**src/rtl/cmp_timer_pkg.sv**
```systemverilog
package cmp_timer_pkg;
  localparam int unsigned BUS_W  = 32;
  localparam int unsigned SRC_W  = 3;
  localparam int unsigned NUM_SRC = (1 << SRC_W) - 1;
  localparam int unsigned NCMP   = 3;
  localparam int unsigned NFLAG  = 6;
  localparam int unsigned NREG   = 10;

  // register word indexes
  localparam int unsigned REG_CTRL = 0;
  localparam int unsigned REG_PRE  = 1;
  localparam int unsigned REG_STAT = 2;
  localparam int unsigned REG_IEN  = 3;
  localparam int unsigned REG_CMP1 = 4;
  localparam int unsigned REG_CAP1 = 7;
  localparam int unsigned REG_CAP2 = 8;
  localparam int unsigned REG_CNT  = 9;

  // control bit positions
  localparam int unsigned CB_EN     = 0;
  localparam int unsigned CB_ENMOD  = 1;
  localparam int unsigned CB_SRC_LO = 6;
  localparam int unsigned CB_FRR    = 9;
  localparam int unsigned CB_SWR    = 15;

  localparam logic [BUS_W-1:0] CTRL_FORCE0 = 32'h0000_7C14;
  localparam logic [BUS_W-1:0] CTRL_KEEP   = 32'h0003_01EB;

  // flag bit positions (status and interrupt enable)
  localparam int unsigned FL_CMP1 = 0;
  localparam int unsigned FL_ROLL = 5;
endpackage

```
**src/rtl/ct_tick_div.sv**
```systemverilog
module ct_tick_div
  import cmp_timer_pkg::*;
#(
  parameter int unsigned PRE_W = 12
) (
  input  logic               clk,
  input  logic               rst_n,
  input  logic               run_i,
  input  logic               clear_i,
  input  logic [SRC_W-1:0]   src_sel_i,
  input  logic [NUM_SRC-1:0] src_tick_i,
  input  logic [PRE_W-1:0]   pre_i,
  output logic               adv_o
);
  logic             tick_sel;
  logic [PRE_W-1:0] pdiv_q, pdiv_n;
  logic             pdiv_en;

  always_comb begin
    tick_sel = 1'b0;
    for (int i = 0; i < NUM_SRC; i++) begin
      if (src_sel_i == SRC_W'(i + 1)) tick_sel = src_tick_i[i];
    end
  end

  assign adv_o   = run_i && tick_sel && (pdiv_q >= pre_i);
  assign pdiv_en = clear_i || (run_i && tick_sel);

  always_comb begin
    if (clear_i)    pdiv_n = '0;
    else if (adv_o) pdiv_n = '0;
    else            pdiv_n = pdiv_q + 1'b1;
  end

  always_ff @(posedge clk or negedge rst_n) begin
    if (!rst_n)       pdiv_q <= '0;
    else if (pdiv_en) pdiv_q <= pdiv_n;
  end
endmodule

```
**src/rtl/ct_counter.sv**
```systemverilog
module ct_counter #(
  parameter int unsigned CNT_W = 32
) (
  input  logic             clk,
  input  logic             rst_n,
  input  logic             adv_i,
  input  logic             clear_i,
  input  logic             free_run_i,
  input  logic [CNT_W-1:0] period_i,
  output logic [CNT_W-1:0] cnt_o,
  output logic [CNT_W-1:0] cnt_nx_o,
  output logic             step_o,
  output logic             wrap_o
);
  logic [CNT_W-1:0] cnt_q;

  assign step_o = adv_i && !clear_i;
  assign wrap_o = step_o && (cnt_q == '1);

  always_comb begin
    if (clear_i)                               cnt_nx_o = '0;
    else if (!adv_i)                           cnt_nx_o = cnt_q;
    else if (!free_run_i && cnt_q == period_i) cnt_nx_o = '0;
    else                                       cnt_nx_o = cnt_q + 1'b1;
  end

  always_ff @(posedge clk or negedge rst_n) begin
    if (!rst_n)                 cnt_q <= '0;
    else if (clear_i || adv_i)  cnt_q <= cnt_nx_o;
  end

  assign cnt_o = cnt_q;
endmodule

```
**src/rtl/ct_match.sv**
```systemverilog
module ct_match
  import cmp_timer_pkg::*;
#(
  parameter int unsigned CNT_W = 32
) (
  input  logic                       step_i,
  input  logic [CNT_W-1:0]           cnt_nx_i,
  input  logic [NCMP-1:0][CNT_W-1:0] cmp_i,
  output logic [NCMP-1:0]            hit_o
);
  for (genvar g = 0; g < NCMP; g++) begin : g_ch
    assign hit_o[g] = step_i && (cnt_nx_i == cmp_i[g]);
  end
endmodule

```
**src/rtl/cmp_timer.sv**
```systemverilog
module cmp_timer
  import cmp_timer_pkg::*;
#(
  parameter int unsigned CNT_W  = 32,
  parameter int unsigned PRE_W  = 12,
  parameter int unsigned ADDR_W = 4
) (
  input  logic               clk,
  input  logic               rst_n,
  input  logic [NUM_SRC-1:0] tick_src_i,
  input  logic [ADDR_W-1:0]  bus_addr_i,
  input  logic               bus_we_i,
  input  logic [BUS_W-1:0]   bus_wdata_i,
  output logic [BUS_W-1:0]   bus_rdata_o,
  output logic               irq_o
);
  logic [BUS_W-1:0]            ctrl_q, ctrl_n, ctrl_wval;
  logic [PRE_W-1:0]            pre_q, pre_n;
  logic [NFLAG-1:0]            stat_q, stat_n, stat_clr, stat_set;
  logic [NFLAG-1:0]            ien_q, ien_n;
  logic [NCMP-1:0][CNT_W-1:0]  cmp_q, cmp_n;
  logic [NREG-1:0]             wr_sel;
  logic                        soft_rst, en_restart, cnt_clear, pdiv_clear;
  logic                        tick_adv, cnt_step, cnt_wrap;
  logic [CNT_W-1:0]            cnt, cnt_nx;
  logic [NCMP-1:0]             cmp_hit;

  for (genvar g = 0; g < NREG; g++) begin : g_dec
    assign wr_sel[g] = bus_we_i && (bus_addr_i == ADDR_W'(g));
  end

  assign ctrl_wval  = bus_wdata_i & ~CTRL_FORCE0;
  assign soft_rst   = wr_sel[REG_CTRL] && bus_wdata_i[CB_SWR];
  assign en_restart = wr_sel[REG_CTRL] && !soft_rst && !ctrl_q[CB_EN]
                      && ctrl_wval[CB_EN] && ctrl_wval[CB_ENMOD];
  assign cnt_clear  = soft_rst || en_restart
                      || (wr_sel[REG_CMP1] && !ctrl_q[CB_FRR]);
  assign pdiv_clear = cnt_clear || wr_sel[REG_PRE];

  ct_tick_div #(.PRE_W(PRE_W)) u_div (
    .clk        (clk),
    .rst_n      (rst_n),
    .run_i      (ctrl_q[CB_EN]),
    .clear_i    (pdiv_clear),
    .src_sel_i  (ctrl_q[CB_SRC_LO +: SRC_W]),
    .src_tick_i (tick_src_i),
    .pre_i      (pre_q),
    .adv_o      (tick_adv)
  );

  ct_counter #(.CNT_W(CNT_W)) u_cnt (
    .clk        (clk),
    .rst_n      (rst_n),
    .adv_i      (tick_adv),
    .clear_i    (cnt_clear),
    .free_run_i (ctrl_q[CB_FRR]),
    .period_i   (cmp_q[0]),
    .cnt_o      (cnt),
    .cnt_nx_o   (cnt_nx),
    .step_o     (cnt_step),
    .wrap_o     (cnt_wrap)
  );

  ct_match #(.CNT_W(CNT_W)) u_match (
    .step_i   (cnt_step),
    .cnt_nx_i (cnt_nx),
    .cmp_i    (cmp_q),
    .hit_o    (cmp_hit)
  );

  // flags: compares in the low bits, capture bits idle, rollover on top
  assign stat_set = {cnt_wrap, 2'b00, cmp_hit};
  assign stat_clr = wr_sel[REG_STAT] ? bus_wdata_i[NFLAG-1:0] : '0;

  always_comb begin
    ctrl_n = ctrl_q;
    pre_n  = pre_q;
    ien_n  = ien_q;
    cmp_n  = cmp_q;
    stat_n = (stat_q & ~stat_clr) | stat_set;
    if (soft_rst) begin
      ctrl_n = ctrl_wval & CTRL_KEEP;
      pre_n  = '0;
      ien_n  = '0;
      stat_n = '0;
      for (int i = 0; i < NCMP; i++) cmp_n[i] = '1;
    end else begin
      if (wr_sel[REG_CTRL]) ctrl_n = ctrl_wval;
      if (wr_sel[REG_PRE])  pre_n  = bus_wdata_i[PRE_W-1:0];
      if (wr_sel[REG_IEN])  ien_n  = bus_wdata_i[NFLAG-1:0];
      for (int i = 0; i < NCMP; i++) begin
        if (wr_sel[REG_CMP1 + i]) cmp_n[i] = bus_wdata_i[CNT_W-1:0];
      end
    end
  end

  always_ff @(posedge clk or negedge rst_n) begin
    if (!rst_n) begin
      ctrl_q <= '0;
      pre_q  <= '0;
      stat_q <= '0;
      ien_q  <= '0;
      for (int i = 0; i < NCMP; i++) cmp_q[i] <= '1;
    end else begin
      ctrl_q <= ctrl_n;
      pre_q  <= pre_n;
      stat_q <= stat_n;
      ien_q  <= ien_n;
      cmp_q  <= cmp_n;
    end
  end

  always_comb begin
    bus_rdata_o = '0;
    if (bus_addr_i == ADDR_W'(REG_CTRL))      bus_rdata_o = ctrl_q;
    else if (bus_addr_i == ADDR_W'(REG_PRE))  bus_rdata_o = BUS_W'(pre_q);
    else if (bus_addr_i == ADDR_W'(REG_STAT)) bus_rdata_o = BUS_W'(stat_q);
    else if (bus_addr_i == ADDR_W'(REG_IEN))  bus_rdata_o = BUS_W'(ien_q);
    else if (bus_addr_i == ADDR_W'(REG_CNT))  bus_rdata_o = BUS_W'(cnt);
    else begin
      for (int i = 0; i < NCMP; i++) begin
        if (bus_addr_i == ADDR_W'(REG_CMP1 + i)) bus_rdata_o = BUS_W'(cmp_q[i]);
      end
    end
  end

  assign irq_o = ctrl_q[CB_EN] && |(stat_q & ien_q);
endmodule

```
**config.mk**
```make
export PLATFORM = sky130hd
export DESIGN_NAME = cmp_timer
export DESIGN_NICKNAME = d
export VERILOG_FILES = /design/src/rtl/cmp_timer_pkg.sv /design/src/rtl/ct_tick_div.sv /design/src/rtl/ct_counter.sv /design/src/rtl/ct_match.sv /design/src/rtl/cmp_timer.sv
export SDC_FILE = /design/constraint.sdc
export NUM_CORES = 1
export LEC_CHECK = 0
export BUFFER_PORTS_ARGS = -buffer_cell sky130_fd_sc_hd__buf_2
export CAP_MARGIN = 5
export CORE_ASPECT_RATIO = 1.5
export CORE_UTILIZATION = 45
export DETAILED_ROUTE_END_ITERATION = 6
export PLACE_DENSITY_LB_ADDON = 0.25
export SLEW_MARGIN = 20
export SYNTH_ARGS = -nofsm -noshare
export SYNTH_HDL_FRONTEND = slang
export SYNTH_SLANG_ARGS = --single-unit
```
**constraint.sdc**
```tcl
create_clock -name clk -period 8 [get_ports clk]
set_input_delay 0.8 -clock clk [delete_from_list [all_inputs] [get_ports clk]]
set_output_delay 0.8 -clock clk [all_outputs]
set_load 0.03 [all_outputs]
```
==> key figures <==
Clock tree
  • TritonCTS clock tree: built
  • Count of cells resized by post-cts repair: 0
  • Number of post-CTS setup repair buffers: 0
  • Hold Buf Count CTS: 0
  • Max H-tree Level: 4
  • Clock root buffer: clkbuf_16
  • CTS Buf Count: 17
  • Clock buffer depth: 2
  • Clock latency on the worst-skew pair: 0.48 ns
  • CTS sink count: 189
  • Clk slew on worst S/H paths: 0.09 ns

Global routing
  • Gr ovfl total: 0
  • First-pass GRT wire length: 111000 um
  • Antenna violations before repair: 3
  • Number of global-route vias before repair: 15300
  • Pin count of the biggest net entering global routing: 96
  • Total track usage: 0.494

Critical path
  • List of cells traversed by the critical path: ha_1 -> nand2b_1 -> a2111oi_0 -> o31ai_1 -> o21ai_4 -> buf_4 -> nor2_1 -> buf_4 -> mux2_2 -> a2111oi_0 -> nand4_1 -> o21ai_1
  • WP data required: 8.39 ns
  • Peak fanout along the critical path: 47
  • Arrival time of the worst setup path: 5.63 ns
  • Crit start category: register
  • Longest individual stage delay on the worst path: 0.93 ns
  • Classification of the worst setup path: reg -> reg
  • Worst path slowest cell: a2111oi_0
  • Sort of element at the end of the critical path: register

Timing
  • Unrepaired setup endpoints after global routing: no
  • Worst Setup Slack, final: 2.76 ns
  • Worst slew slack as a fraction of its limit: 0.148
  • Transition time at the pin with the least slew margin: 1.27 ns
  • Maximum operating frequency: 191 MHz
  • Clock period minus final worst setup slack: 5.24 ns
  • Number of endpoints failing setup at the final stage: 0
  • Final worst clock skew: 0.0139 ns
  • Final worst hold slack: 0.275 ns
  • Count of final max-slew check failures: 0
  • Final Hold Fails: 0
  • Sum of negative setup slack: 0 ns
  • Period utilisation layout: 0.654

Drt
  • Vias per Instance: 7.20
  • Detailed Route WL: 78100 um
  • Number of iterations in the first detailed-routing pass: 6
  • Count of antenna-violating nets left after detailed routing: 0
  • Detailed-route via count: 16000
  • First DRT Iteration DRCs: 2216
  • Routed len/inst: 35.2 um
  • Final routed DRC violation total: 0

Synthesis
  • Yosys warnings: 0
  • Number of nets in the synthesized netlist: 1901
  • Post-Syn Area: 0.0140 mm2
  • Register bit count reported by yosys: 189
  • Avg Inst Size Synth: 7.61 um2
  • Dominant synthesized flop cell: dfstp_2
  • Count of cell types in the netlist: 84
  • Proportion of synthesized flip-flops having asynchronous set or reset: 1.00
  • Number of enable-type register cells in the synthesized netlist: 0
  • Post-synthesis cell count: 1841
  • Sequential share of the synthesized area: 0.346

Final layout
  • Net total in the final layout: 1865
  • Share of cells above drive strength 1: 0.158
  • Signed area change from the synthesized netlist to the final layout: 8.40%
  • Number of non-filler instances in the completed layout: 2221

Power
  • Overall Power: 3.61 mW
  • Total power per unit cell area: 238 mW/mm2
  • Proportion of power drawn by combinational gates: 0.265
  • Worst-case vdd ir drop: 0.206 mV
  • Psw: 1.61 mW
  • Internal power: 2.00 mW
  • Fraction of power consumed by the clock network: 0.261
  • Leak pwr: 6.19 nW
  • Sw Share: 0.445
  • Relative contribution of sequential cells to total power: 0.474

Floorplan
  • Die Span X: 146 um
  • Die area: 0.0318 mm2
  • Die outline height: 218 um
  • Placeable Area: 0.0304 mm2
  • Initial Utilization: 0.460
  • Top-level I/O count: 79
  • Site row count: 78

Worst hold path
  • Worst hold-check path type: in -> async

Placement
  • Number of cells in the design after placement: 2186
  • Number of I/O port buffers: 78
  • Worst slack, placed: 3.01 ns
  • Placed wire-length estimate: 56600 um
  • GP Congestion: 1.08

Run
  • Count of maximum capacitance violations: 0

Run status
  • Run status: finished clean
-- cell usage in the layout, fill, tap and decap left out, drive strengths merged, types with 6 or more instances in the layout --
master and count:
nand2 350, nand3 134, o21ai 124, buf 120, nor2 113, dfstp 96
dfrtp 93, nor3 72, a21oi 71, inv 58, xnor2 43, and3 43
a22oi 41, nand4 38, nor4 37, a222oi 31, o211ai 24, o22ai 21
nand2b 18, a22o 18, or3 18, clkbuf 18, a31oi 17, mux2i 14
ha 14, nor2b 13, a211oi 13, or4 12, o2111ai 10, xor2 10
o21a 10, o31ai 9, a2111oi 9, and2 8, o32ai 8, clkinv 8
and4 7, a221oi 6, o221ai 6
-- area by class of cell --
class | instances | area [um2]
Antenna cell | 3 | 7.51
Clock inverter | 15 | 206
Tap cell | 400 | 500
Clock buffer | 17 | 425
Timing Repair Buffer | 121 | 722
Sequential cell | 189 | 4850
Fill cell | 3056 | 15300
Inverter | 52 | 195
Multi-Input combinational cell | 1424 | 8270
-- registers in the layout, indices dropped and copies added (netlist names) --
name / count
pre_q: 12
ctrl_q: 25
stat_q: 6
u_div.pdiv_q: 12
cmp_q: 96
u_cnt.cnt_o: 32
ien_q: 6
-- per-layer routing --
| layer | up-vias | wire, um | global-route usage |
|---|---|---|---|
| met2 | 1280 | 34600 | 0.770 |
| met5 | - | 13 | 0.00156 |
| met4 | 2 | 7860 | 0.399 |
| li1 | 6631 | - | - |
| met3 | 399 | 8990 | 0.154 |
| met1 | 7678 | 26600 | 0.559 |
-- power by group through the flow --
stage | clock network, mW | logic (mW) | registers [mW]
floorplan | 0 | 0.648 | 1.36
global placement | 0 | 0.894 | 1.68
detailed placement | 0 | 0.902 | 1.67
CTS | 0.938 | 0.905 | 1.66
global route | 0.972 | 1.01 | 1.70
finish | 0.943 | 0.955 | 1.71
-- per-stage QoR --
stage	utilization	instance area [um2]
5_1_grt	0.498	15200
3_5_place_dp	0.478	14500
4_1_cts	0.498	15200
2_1_floorplan	-	14000
6_report	0.499	15200
3_3_place_gp	0.477	14500
-- synth_stat cells, drive strengths merged, types with 43 or more instances --
cell      n  share of area
dfstp    96           0.18
nand2   350          0.094
o21ai   124          0.045
xnor2    43          0.027
nor2    113          0.030
nand3   134          0.048
and3     43          0.019
a21oi    71          0.025
dfrtp    93           0.17
buf      51          0.020
inv      50          0.013
clkbuf  125          0.034
nor3     72          0.026
-- path summary, 6_finish.rpt --
| path | from | endpoint | slack (ns) | cells after the start |
|---|---|---|---|---|
| worst max register to register | pre_q[0] | stat_q[0] | 2.76 | 12 |
| worst min-delay path | rst_n | ctrl_q[16] | 0.27 | 1 |
| max in group asynchronous | rst_n | u_cnt.cnt_o[25] | 6.36 | 2 |
| worst min register to register | ctrl_q[27] | ctrl_q[27] | 0.49 | 2 |
| worst max-delay path | pre_q[0] | stat_q[0] | 2.76 | 12 |
| min in group clk | ctrl_q[27] | ctrl_q[27] | 0.49 | 2 |
-- cells by family (layout without fill, tap and decap cells) --
logic type | Yosys count | count (layout) | synth area share
XOR/XNOR | 53 | 53 | 0.0331
adder cells (fa/ha/maj) | 14 | 14 | 0.0125
other | 0 | 3 | 0
flip-flops | 189 | 189 | 0.346
buffers and inverters | 228 | 205 | 0.0674
multiplexers | 20 | 20 | 0.0156
AO/OA/AOI/OAI | 453 | 453 | 0.221
AND/OR/NAND/NOR | 884 | 884 | 0.304
-- critical path, delay by kind of cell (launching register included) --
| family | cells | cell delay (ns) |
|---|---|---|
| flops | 1 | 0.43 |
| fa+ha+maj | 1 | 0.30 |
| simple gates | 3 | 0.61 |
| buf+inv | 2 | 0.79 |
| compound gates | 5 | 2.59 |
| mux | 1 | 0.37 |
Note: power is estimated with default switching activity, not from simulation.
